$ cat src/rtl/shiftor_match.sv
module shiftor_match #(
  parameter int PATLEN = 3,
  parameter logic [8*PATLEN-1:0] PATTERN = "aab"
) (
  input  logic       clk,
  input  logic       rst,
  input  logic       in_valid,
  input  logic [7:0] in_char,
  output logic       match
);

  logic [PATLEN:1]   mask_tbl [256];
  logic [PATLEN:1]   mask;
  logic [PATLEN-1:0] lanes;
  logic [PATLEN:1]   lanes_nxt;

  always_comb begin
    for (int k = 0; k < 256; k++)
      for (int i = 1; i <= PATLEN; i++)
        mask_tbl[k][i] = (PATTERN[8*(PATLEN-i) +: 8] != 8'(k));
  end

  assign mask      = mask_tbl[in_char];
  assign lanes[0]  = 1'b0;
  assign lanes_nxt = lanes | mask;
  assign match     = in_valid & ~lanes_nxt[PATLEN];

  generate
    if (PATLEN > 1) begin : g_lanes
      logic [PATLEN-1:1] lane_q;
      always_ff @(posedge clk) begin
        if (rst)           lane_q <= '1;
        else if (in_valid) lane_q <= lanes_nxt[PATLEN-1:1];
      end
      assign lanes[PATLEN-1:1] = lane_q;
    end
  endgenerate

endmodule

$ cat config.mk
export PLATFORM = sky130hd
export DESIGN_NAME = shiftor_match
export DESIGN_NICKNAME = d
export VERILOG_FILES = /design/src/rtl/shiftor_match.sv
export SDC_FILE = /design/constraint.sdc
export NUM_CORES = 1
export LEC_CHECK = 0
export ABC_AREA = 1
export BUFFER_PORTS_ARGS = -buffer_cell sky130_fd_sc_hd__buf_2
export CORE_AREA = 2 2 39 41
export DETAILED_ROUTE_END_ITERATION = 6
export DIE_AREA = 0 0 41 43
export GPL_ROUTABILITY_DRIVEN = 0
export PLACE_DENSITY_LB_ADDON = 0.25
export SLEW_MARGIN = 20
export SYNTH_ARGS = -nofsm -noshare
export SYNTH_HDL_FRONTEND = slang
export SYNTH_SLANG_ARGS = --single-unit
$ cat constraint.sdc
create_clock -name clk -period 1.5 [get_ports clk]
set_input_delay 0.075 -clock clk [delete_from_list [all_inputs] [get_ports clk]]
set_output_delay 0.075 -clock clk [all_outputs]
set_load 0.02 [all_outputs]
Yosys cells after proc, flatten, opt, wreduce, memory -nomap -nowiden:

Memory sizes are Yosys's and may differ from the RTL's.
Index checks and enable logic that the tools add are counted.
Widths: inputs -> output; s select.

* register bits after elaboration: 2
* memory bits (read-only): 768
* output and inout bits: 1
* logic and storage cells: 9
* memories: 1

Memory list
* (no name shown): depth 256, bits a word 3, rd ports 1, clocked after memory_dff 0, write ports 0, line 23 `assign mask = mask_tbl[in_char];`

* magnitude comparators: 1
* mux-type cells: 2
* bitwise operators: 4

Operator list (number)
* $ge 9x9->1 const B: 1
* $not 8->9: 1
* $mux 3: 2
* $or 3x3->3: 1
* $and 1x1->1: 1
* $not 1->1: 1

Longest topological paths before layout:

* word-level depth: 7
* gate-level depth with buffers: 6
* gate-level depth less buffers: 6

Worst setup path after synthesis:

Ideal clock, no wire load.

* kind: register -> output
* start point: reg g_lanes.lane_q[2] (netlist bit)
* end point: out match
* arrival time: 0.701 ns
* path slack: 0.724 ns
* stages on the path, launching flop included: 4
* cells stage by stage: dfxtp_1 inv_1 nand4_1 nor2_1

* word-level cells in the longest chain between the ends: 3

RTL lines
* start, declared: line 30 `logic [PATLEN-1:1] lane_q;`
* start signal, assigned: line 33 `else if (in_valid) lane_q <= lanes_nxt[PATLEN-1:1];`
* $or 3x3->3: line 25 `assign lanes_nxt = lanes | mask;`
* $not 1->1: line 26 `assign match = in_valid & ~lanes_nxt[PATLEN];`
* $and 1x1->1: line 26
* end, declared: line 9 `output logic match`

No other way between the ends.

Final worst setup path:

Ends and elaborated chain as after synthesis.

==> results.cfg <==
[final_layout]
nets = 51
regMostFlops = g_lanes.lane_q
largest_register_ffs = 2
reg.largest.list = g_lanes.lane_q (2)
post_route_cells_drive_above_1_share = 0.4211
antenna_cells = 0
final_area_um2 = 235.2
syn_to_final_growth_pct = 70.91
final_core_util = 0.1700

[timing]
hold_viol_final = 0
relSlewSlack = 0.9290
slew_violations = 0
min_period_ps = 968.4
worst_pin_slew_ps = 106.5
fin_ws_ps = 531.6
setup_viol = 0
worst_clock_skew_ps = 1.170
fmax_mhz = 1033
layout_worst_path_cycle_share = 0.6456
rsz0062_at_grt = no
fin_tns_setup_ps = 0

[global_route]
grt_pass1_vias = 122
grt-ovfl-total = 0
grt_pass1_wl_um = 400
antenna_found_initial = 0
grt_max_degree = 6
track_usage = 0.03908

[clock_tree]
cts_tree = built
cts_made_buffers = 3
clockBufferDepth = 2
cts_root_buf = clkbuf_4
cts_setup_buffers = 0
cts_htree_levels = 1
cts_sinks = 2
clkSlewWorstSetupHoldPaths_ps = 30
worstSkewPairLatency_ps = 220
hold_buffers = 0
ctsResizeCount = 0

[synthesis]
syn_nets = 35
postSynthCellCount = 24
yosys.area.top_type = dfxtp_1
synth.most_common_cell = inv_1
synth_area_leaders = dfxtp_1 (29%), inv_1 (19%), nand2_1 (16%), nor2_2 (9.1%), a21oi_1 (7.3%)
async_reset_ff_frac = 0
synth_area_per_cell_um2 = 5.735
synth.yosys.warnings = 0
synth_edf_count = 0
ys_seq_area_frac = 0.2909
yosys.area.top_type_share = 0.2909
synth_common_cells = inv_1 (7), nand2_1 (6)
synth_flop_cell = dfxtp_1
syn_area_um2 = 137.6
synth_cell_type_count = 9
synth_seq_cells = 2

[die]
ioPinCount = 12
start_util = 0.09946
die_w_um = 41
fp-row-count = 14
die_area_mm2 = 0.001763
core_area_mm2 = 0.001384
die_h_um = 43

[route]
drtPass1Iterations = 2
via_count = 168
wl_per_cell_um = 6.148
remaining_drc_errors = 0
drt_iter0_drc = 2
wirelength_um = 332
drt.antenna.violating_nets = 0
vias_per_cell = 3.111

[power]
vdd_drop_max_v = 0.0001984
leakagePower_nw = 0.1389
power.density_mw_per_mm2 = 854.4

[min_path]
worst_hold_path_type = input pin to register
min_path_cells = 3

[placed_design]
post-place-ws_ps = 755.6
hpwl_um = 280
placed_cell_area_um2 = 212.7
portBuffers = 11

[critical_path]
cp-end-kind = output port
critPathMaxFanout = 2
crit_chain = inv_1 -> nand4_1 -> nor2_1 -> buf_2
slowest_delay_ps = 280
cp.required_ps = 1420
crit_type = register to output port
critPathLaunchType = register
r2r_cells = 3
cpMaxStageDelayCell = dfxtp_1
worst-endpoint-arrival_ps = 890

[flow_run]
maxCapViolations = 0

[status]
outcome = complete, no violations
-- worst max-delay path: cells and delay by family, from the launching register on --
family        cells  cell delay (ps)
simple gates      2              170
buf+inv           2              220
flops             1              280
-- layout make-up --
cell class / count / area [um2]
repair buffers: 11 / 55.05
flip-flops and latches: 2 / 40.04
multi-input cells: 15 / 71.32
inverters: 7 / 26.28
fillers: 172 / 1149
well taps: 16 / 20.02
clock buffers: 3 / 22.52
-- stage by stage --
| step | hold WS [ps] | instances | total power [mW] |
|---|---|---|---|
| final | 63.31 | 54 | 0.2010 |
| after global placement | 286.4 | 51 | 0.08626 |
| after global routing | 66.75 | 54 | 0.2195 |
| after floorplan | 170.7 | 24 | 0.06986 |
| after CTS | 58.42 | 54 | 0.2118 |
| after detailed placement | 294.7 | 51 | 0.08642 |
-- cell usage in the layout, fill, tap and decap left out --
master	n
nand4_1	1
dfxtp_1	2
clkbuf_4	3
inv_1	7
a21oi_1	2
nor2_2	2
nand3_1	1
nor2_1	2
buf_2	11
o21a_1	1
nand2_1	6
-- routing by layer --
| metal | global-route usage | vias to the layer above | part of all wire | wire [um] |
|---|---|---|---|---|
| met4 | 0.06000 | 0 | 0 | 0 |
| met5 | 0 | - | 0 | 0 |
| li1 | - | 99 | - | - |
| met2 | 0.04688 | 8 | 0.49 | 164 |
| met3 | 0.01571 | 0 | 0.14 | 45 |
| met1 | 0.03834 | 61 | 0.37 | 122 |
-- power by group --
group	internal (mW)	total, mW	switching [mW]
Clock	0.0880	0.116	0.0278
Sequential	0.0559	0.0567	0.000790
Combinational	0.0150	0.0284	0.0134
-- final timing paths --
check | start | end | slack (ps)
max | g_lanes.lane_q[2] | match | 530
min | rst | g_lanes.lane_q[1] | 60
max reg2reg | g_lanes.lane_q[1] | g_lanes.lane_q[2] | 810
min reg2reg | g_lanes.lane_q[1] | g_lanes.lane_q[1] | 460
-- cells by family (layout without fill, tap and decap cells) --
group / after synthesis / count (layout) / share of synthesized area
AO/OA/AOI/OAI: 3 / 3 / 0.1273
buffers and inverters: 7 / 21 / 0.1909
flip-flops: 2 / 2 / 0.2909
AND/OR/NAND/NOR: 12 / 12 / 0.3909
Note: power is estimated with default switching activity, not from simulation.
